--- config.mk ---
export PLATFORM = sky130hd
export DESIGN_NAME = sqe_heartbeat
export DESIGN_NICKNAME = d
export VERILOG_FILES = /design/src/rtl/sqe_pkg.sv /design/src/rtl/sqe_fall_det.sv /design/src/rtl/sqe_inhibit_reg.sv /design/src/rtl/sqe_pulse_seq.sv /design/src/rtl/sqe_heartbeat.sv
export SDC_FILE = /design/constraint.sdc
export NUM_CORES = 1
export LEC_CHECK = 0
export BUFFER_PORTS_ARGS = -buffer_cell sky130_fd_sc_hd__buf_2
export CORE_MARGIN = 5
export CORE_UTILIZATION = 50
export CTS_CLUSTER_DIAMETER = 60
export DETAILED_ROUTE_END_ITERATION = 6
export GPL_TIMING_DRIVEN = 0
export HOLD_SLACK_MARGIN = 0.05
export PLACE_DENSITY = 0.7
export SYNTH_ARGS = -nofsm -noshare
export SYNTH_HDL_FRONTEND = slang
export SYNTH_SLANG_ARGS = --single-unit
export TNS_END_PERCENT = 50
--- constraint.sdc ---
create_clock -name clk -period 2.55 [get_ports clk]
set_input_delay 0.1275 -clock clk [delete_from_list [all_inputs] [get_ports clk]]
set_output_delay 0.1275 -clock clk [all_outputs]
set_load 0.02 [all_outputs]
--- src/rtl/sqe_pkg.sv ---
package sqe_pkg;
    typedef enum logic [1:0] {
        SQ_IDLE = 2'd0,
        SQ_WAIT = 2'd1,
        SQ_FIRE = 2'd2
    } sq_state_e;
endpackage

--- src/rtl/sqe_fall_det.sv ---
module sqe_fall_det (
    input  logic clk,
    input  logic rst_n,
    input  logic tx_en_i,
    output logic fall_o
);
    typedef struct packed {
        logic prev;
    } fd_regs_t;

    fd_regs_t r_d, r_q;

    always_comb begin
        r_d      = r_q;
        r_d.prev = tx_en_i;
        fall_o   = r_q.prev && !tx_en_i;
    end

    always_ff @(posedge clk) begin
        if (!rst_n) r_q <= '0;
        else        r_q <= r_d;
    end
endmodule

--- src/rtl/sqe_inhibit_reg.sv ---
module sqe_inhibit_reg (
    input  logic clk,
    input  logic rst_n,
    input  logic we_i,
    input  logic wdata_i,
    output logic inh_o
);
    typedef struct packed {
        logic inh;
    } ir_regs_t;

    ir_regs_t r_d, r_q;

    always_comb begin
        r_d = r_q;
        if (we_i) r_d.inh = wdata_i;
    end

    always_ff @(posedge clk) begin
        if (!rst_n) r_q <= '0;
        else        r_q <= r_d;
    end

    assign inh_o = r_q.inh;

    AST_RDBACK_FOLLOWS_WRITE: assert property (@(posedge clk) disable iff (!rst_n)
        we_i |=> (inh_o == $past(wdata_i)));
    AST_RDBACK_HOLDS: assert property (@(posedge clk) disable iff (!rst_n)
        !we_i |=> $stable(inh_o));
endmodule

--- src/rtl/sqe_pulse_seq.sv ---
module sqe_pulse_seq
    import sqe_pkg::*;
#(
    parameter int DELAY_CYC = 250,
    parameter int WIDTH_CYC = 250
) (
    input  logic clk,
    input  logic rst_n,
    input  logic fall_i,
    input  logic tx_en_i,
    input  logic allow_i,
    output logic pulse_o
);
    localparam int MAXC = (DELAY_CYC > WIDTH_CYC) ? DELAY_CYC : WIDTH_CYC;
    localparam int CW   = (MAXC > 1) ? $clog2(MAXC) : 1;
    localparam logic [CW-1:0] DLY_LOAD = CW'(DELAY_CYC - 1);
    localparam logic [CW-1:0] WID_LOAD = CW'(WIDTH_CYC - 1);

    typedef struct packed {
        sq_state_e     st;
        logic [CW-1:0] cnt;
    } ps_regs_t;

    ps_regs_t r_d, r_q;

    always_comb begin
        r_d = r_q;
        unique case (r_q.st)
            SQ_IDLE: begin
                if (fall_i && allow_i) begin
                    r_d.st  = SQ_WAIT;
                    r_d.cnt = DLY_LOAD;
                end
            end
            SQ_WAIT: begin
                if (tx_en_i || !allow_i) begin
                    r_d.st = SQ_IDLE;
                end else if (r_q.cnt == '0) begin
                    r_d.st  = SQ_FIRE;
                    r_d.cnt = WID_LOAD;
                end else begin
                    r_d.cnt = r_q.cnt - 1'b1;
                end
            end
            SQ_FIRE: begin
                if (tx_en_i || !allow_i || r_q.cnt == '0) begin
                    r_d.st = SQ_IDLE;
                end else begin
                    r_d.cnt = r_q.cnt - 1'b1;
                end
            end
            default: r_d.st = SQ_IDLE;
        endcase
    end

    always_ff @(posedge clk) begin
        if (!rst_n) begin
            r_q.st  <= SQ_IDLE;
            r_q.cnt <= '0;
        end else begin
            r_q <= r_d;
        end
    end

    assign pulse_o = (r_q.st == SQ_FIRE);

    AST_ARM_ONLY_ON_FALL: assert property (@(posedge clk) disable iff (!rst_n)
        (r_q.st == SQ_IDLE) && !fall_i |=> (r_q.st == SQ_IDLE));
    AST_TX_ABORTS: assert property (@(posedge clk) disable iff (!rst_n)
        tx_en_i |=> !pulse_o);
    AST_FIRE_AFTER_WAIT: assert property (@(posedge clk) disable iff (!rst_n)
        $rose(pulse_o) |-> !tx_en_i);
endmodule

--- src/rtl/sqe_heartbeat.sv ---
module sqe_heartbeat #(
    parameter int DELAY_CYC = 250,
    parameter int WIDTH_CYC = 250
) (
    input  logic clk,
    input  logic rst_n,
    input  logic tx_en,
    input  logic col_in,
    input  logic full_duplex,
    input  logic repeater_mode,
    input  logic inh_we,
    input  logic inh_wdata,
    output logic inh_rdata,
    output logic col_out
);
    logic fall;
    logic inh;
    logic allow;
    logic pulse;

    sqe_fall_det u_fall (
        .clk     (clk),
        .rst_n   (rst_n),
        .tx_en_i (tx_en),
        .fall_o  (fall)
    );

    sqe_inhibit_reg u_inh (
        .clk     (clk),
        .rst_n   (rst_n),
        .we_i    (inh_we),
        .wdata_i (inh_wdata),
        .inh_o   (inh)
    );

    sqe_pulse_seq #(
        .DELAY_CYC (DELAY_CYC),
        .WIDTH_CYC (WIDTH_CYC)
    ) u_seq (
        .clk     (clk),
        .rst_n   (rst_n),
        .fall_i  (fall),
        .tx_en_i (tx_en),
        .allow_i (allow),
        .pulse_o (pulse)
    );

    always_comb begin
        allow     = !inh && !full_duplex && !repeater_mode;
        col_out   = col_in || (pulse && allow);
        inh_rdata = inh;
    end

    AST_INHIBIT_QUIET: assert property (@(posedge clk) disable iff (!rst_n)
        inh_rdata |-> (col_out == col_in));
    AST_FDX_QUIET: assert property (@(posedge clk) disable iff (!rst_n)
        full_duplex |-> (col_out == col_in));
    AST_RPT_QUIET: assert property (@(posedge clk) disable iff (!rst_n)
        repeater_mode |-> (col_out == col_in));
    AST_REAL_COL_PASSES: assert property (@(posedge clk) disable iff (!rst_n)
        col_in |-> col_out);
endmodule

# [Word-level counts from Yosys, hierarchy flattened]
# Index checks and enable logic that the tools add are counted.
[word_totals] output_inout_bits=2 word_cells=39 ff_bits=12 inputBits=8
[op_classes] eq_ne=7 reduce_logical=18 mux=9 addsub=1
[op_table] operator="8-bit two-way mux" n=3
[op_table] operator="8-bit one-hot mux with 3 select lines" n=1
[op_table] operator="10-bit two-way mux" n=1
[op_table] operator="8-bit logical NOT" n=1
[op_table] operator="8-bit by 1-bit subtractor with 8-bit output (second input constant)" n=1
[op_table] operator="2-bit two-way mux" n=3
[op_table] operator="2-bit one-hot mux with 3 select lines" n=1
[op_table] operator="1-bit logical AND" n=5
[op_table] operator="1-bit logical NOT" n=5
[op_table] operator="2-bit by 1-bit != test with 1-bit output (second input constant)" n=2
[op_table] operator="2-bit != test (second input constant)" n=2
[op_table] operator="4-bit AND reduction" n=1
[op_table] operator="1-bit logical OR" n=3
[op_table] operator="3-bit by 1-bit != test with 1-bit output (second input constant)" n=1
[op_table] operator="3-bit AND reduction" n=1
[op_table] operator="3-bit nonzero test" n=1
[op_table] operator="2-bit by 1-bit == test with 1-bit output (second input constant)" n=1
[op_table] operator="2-bit == test (second input constant)" n=1
[op_table] operator="2-bit logical NOT" n=1

# [Longest topological paths before layout]
[logic_depth] word_depth=8 ltp_mapped=7 mapped_depth_nobuf=7

# [Modules after synthesis]
# From an unflattened synthesis, not the netlist that was laid out.
[unflattened] hier_cells=96 hier_area_um2=822.0
[modules_own_cells] mod="sqe_pulse_seq" area_per_inst_um2=732.0 cells_per_inst=88 seq_area_each_um2=200.2 n_inst=1
[modules_own_cells] mod="sqe_fall_det" area_per_inst_um2=36.3 cells_per_inst=3 seq_area_each_um2=20.0 n_inst=1
[modules_own_cells] mod="sqe_inhibit_reg" area_per_inst_um2=36.3 cells_per_inst=3 seq_area_each_um2=20.0 n_inst=1
[modules_own_cells] mod="sqe_heartbeat" area_per_inst_um2=17.5 cells_per_inst=2 seq_area_each_um2=0.0 n_inst=1

# [Worst setup path after synthesis]
# OpenSTA, ideal clock, no wires.
[synth_path] path_kind="register to register" startpoint="reg u_seq.r_q[0] (netlist bit)" endpoint="reg u_seq.r_q[9] (netlist bit)" path_slack_ns=0.586 required_time_ns=2.486 n_path_buf=0 setup_ns=0.064 path_stages_with_launch=8 t_arrival_ns=1.900 synth_period_minus_slack_ns=1.964 path_cell_list="dfxtp_1 > inv_1 > ha_1 > or3b_2 > or2_2 > a31oi_1 > mux2_2 > nor2_1"
[synth_between] elab_chain_cells=4 elab_cells_between_ends=5 classes_between="2 x eq/ne; 3 x reduce/logical"
[synth_rtl] item="start, declared" line="sqe_pulse_seq.sv:24" rtl="ps_regs_t r_d, r_q;"
[synth_rtl] item="start signal, assigned" line="sqe_pulse_seq.sv:61" rtl="r_q <= r_d;"
[synth_rtl] item="8-bit logical NOT (*)" line="sqe_pulse_seq.sv:38, sqe_pulse_seq.sv:46"
[synth_rtl] item="1-bit logical OR" line="sqe_pulse_seq.sv:46" rtl="if (tx_en_i || !allow_i || r_q.cnt == '0) begin"
[synth_rtl] item="2-bit by 1-bit != test with 1-bit output (no line)"
[synth_rtl] item="3-bit AND reduction (no line) (*)"
# Every way passes the cells marked *; elsewhere a longest branch is shown, timed or not.
# A chain may end at the register's enable or synchronous reset.

# [Worst setup path after layout]
# Ends and elaborated chain as after synthesis.

==> run_results.csv <==
group,metric,value,unit
final_layout,antenna_cells,0,
drt,vias_per_cell,5.96,
min_path,whs_path_depth,3,
grt,grt_usage,16.3,%
cts,cts_tree,"done",
timing,tightest_slew,639,ps
drt,drc,0,
floorplan,core_area,0.00149,mm^2
cts,cts-root-buf,"clkbuf_4",
synthesis,synth.distinct_cells,34,
cts,post_cts_resized,0,
drt,post_drt_wl_per_cell,14.8,um
critical_path,cp_slowest_cell,"or3b_2",
critical_path,path_class,"register to register",
final_layout,finalNonFillerCells,124,
synthesis,syn_area,778,um^2
placed_design,dp_hpwl,1310,um
placed_design,place.gp.congestion,0.931,
synthesis,ys_top_cells_by_area,"dfxtp_1 31%, ha_1 9.6%, a21oi_1 5.8%",
critical_path,reg2regPathDepth,7,
power,ir_worst_vdd,0.356,mV
final_layout,stdcell_area,880,um^2
status,status,"complete, no violations",
final_layout,syn2layout_area_growth,13.0,%
timing,drv_slew,0,
critical_path,worstSetupPathDepth,7,
final_layout,drive_gt1_share,18.5,%
synthesis,ys_seq_elements,12,
synthesis,async_flop_share,0,%
synthesis,syn_inst,95,
synthesis,synth_area_per_cell,8.19,um^2
floorplan,die_h,49.5,um
run,drv_cap,0,
cts,htree_levels,1,
floorplan,ioPinCount,10,
critical_path,path_cells,"inv_1 -> ha_1 -> or3b_2 -> or2_2 -> a31oi_1 -> mux2_2 -> nor2_1",
min_path,min_path_type,"primary input to register",
cts,clock_path_buffers,2,
power,leakagePower,0.343,nW
critical_path,crit_buf_inv,1,
final_layout,nets,123,
timing,max-slew-margin-rel,57.3,%
cts,cts_setup_buffers,0,
power,pwr_density_cell,686,mW/mm^2
timing,fin_tns_setup,0,ps
grt,grt_pass1_vias,720,
timing,min_period,2170,ps
critical_path,cpPeakStageDelay,490,ps
drt,first_pass_iters,4,
floorplan,die_area,0.00245,mm^2
grt,overflow,0,
floorplan,die_x,49.5,um
grt,antenna_found_initial,0,
floorplan,start_util,52.3,%
timing,holdWs,96.4,ps
timing,finalSetupViolations,0,
cts,clock_sinks,12,
drt,wl,1840,um
timing,final_hold_viol_count,0,
synthesis,yosysSeqAreaShare,30.9,%
critical_path,critPathArrivalTime,2380,ps
synthesis,synth_edf_count,0,
critical_path,path_max_fanout,5,
critical_path,startpoint_type,"register",
timing,fmax,0.461,GHz
cts,clk_latency,270,ps
placed_design,dpl_cell_area,843,um^2
drt,drtIter0Drc,25,
timing,fin_worst_skew,1.26,ps
cts,cts_hold_buf,0,
critical_path,cp.required,2760,ps
grt,grt_max_degree,11,
grt,grt_pass1_wl,3120,um
critical_path,crit_family,"simple AND/OR/NAND/NOR gates",
drt,ant_nets,0,
timing,rsz0062_at_grt,"no",
synthesis,netlist.area_leader.share,30.9,%
synthesis,ys.warnings.count,0,
synthesis,syn_nets,109,
placed_design,port_buffers,9,
synthesis,yosysTopAreaCell,"dfxtp_1",
timing,fin_crit_sh,85.1,%
placed_design,dp_cells,120,
cts,path_clk_slew,70,ps
drt,vias,739,
critical_path,critPathCaptureType,"register",
synthesis,ys.flop_type,"dfxtp_1",
cts,numCtsBuffers,3,
floorplan,fp-row-count,14,
tightest hold or removal path, cell delays in order:
cell and delay [ps]:
buf_2 70, mux2i_1 60, nor2_1 70
cells in the mapped netlist (2+ instances only):
library cell / instances
a32oi_1: 2
nand2_1: 6
o21ai_0: 8
ha_1: 6
nor3_1: 4
nor2_1: 7
a311oi_1: 2
or4_1: 2
a21oi_1: 9
inv_1: 12
dfxtp_1: 12
a31oi_1: 3
flip-flops by register name, indices dropped and copies added (netlist names):
| name | flops |
|---|---|
| u_fall.r_q | 1 |
| u_inh.inh_o | 1 |
| u_seq.r_q | 10 |
path summary, 6_finish.rpt:
kind,start,endpoint,slack (ps)
worst min register to register,u_seq.r_q[1]$_SDFFE_PN0P_,u_seq.r_q[1]$_SDFFE_PN0P_,490
worst max register to register,u_seq.r_q[0]$_SDFFE_PN0P_,u_seq.r_q[9]$_SDFFE_PN0P_,380
worst min-delay path,inh_wdata,u_inh.inh_o$_SDFFE_PN0P_,100
worst max-delay path,u_seq.r_q[0]$_SDFFE_PN0P_,u_seq.r_q[9]$_SDFFE_PN0P_,380
routing by layer:
metal	up-vias	wire length (um)	track usage, %
met5	-	0	0
met1	350	830	19.6
li1	374	-	-
met3	4	42	4.52
met2	11	932	26.0
met4	0	28	8.73
power by group:
| part | internal, mW | switching [mW] | leakage, nW |
|---|---|---|---|
| clock network | 0.0868 | 0.0635 | 0.0210 |
| registers | 0.209 | 0.0221 | 0.0979 |
| logic | 0.0851 | 0.137 | 0.224 |
| total | 0.381 | 0.223 | 0.343 |
area by class of cell:
class	count	area, um^2
well taps	16	20.0
clock buffers	4	36.3
flip-flops and latches	12	240
inverters	12	45.0
repair buffers	9	45.0
fillers	151	609
multi-input cells	71	493
cell families after synthesis:
logic type	after synthesis	share of synthesized area (%)
AOI/OAI and AO/OA	36	31.0
xor gates and xnor gates	1	1.13
adders and majority gates	6	9.65
buffers and inverters	12	5.79
DFF	12	30.9
muxes	2	2.73
and+or+nand+nor	26	18.8
per-stage QoR:
stage               util [%]  worst slack, ps  total power [mW]
finish                  59.1              381             0.603
floorplan                  -              586             0.397
global placement        56.6              447             0.446
CTS                     59.1              391             0.605
detailed placement      56.6              410             0.449
global route            59.1              246             0.649
cells in the final DEF (no fill, tap or decap), types with 2 or more instances in the layout:
| master | instances |
|---|---|
| a311oi_1 | 2 |
| nand2_1 | 6 |
| o21ai_0 | 8 |
| buf_2 | 9 |
| clkbuf_4 | 3 |
| a21oi_1 | 9 |
| inv_1 | 12 |
| a31oi_1 | 3 |
| ha_1 | 6 |
| dfxtp_1 | 12 |
| nor3_1 | 4 |
| a32oi_1 | 2 |
| nor2_1 | 7 |
| or4_1 | 2 |
Power figures use the tool's default switching activity.
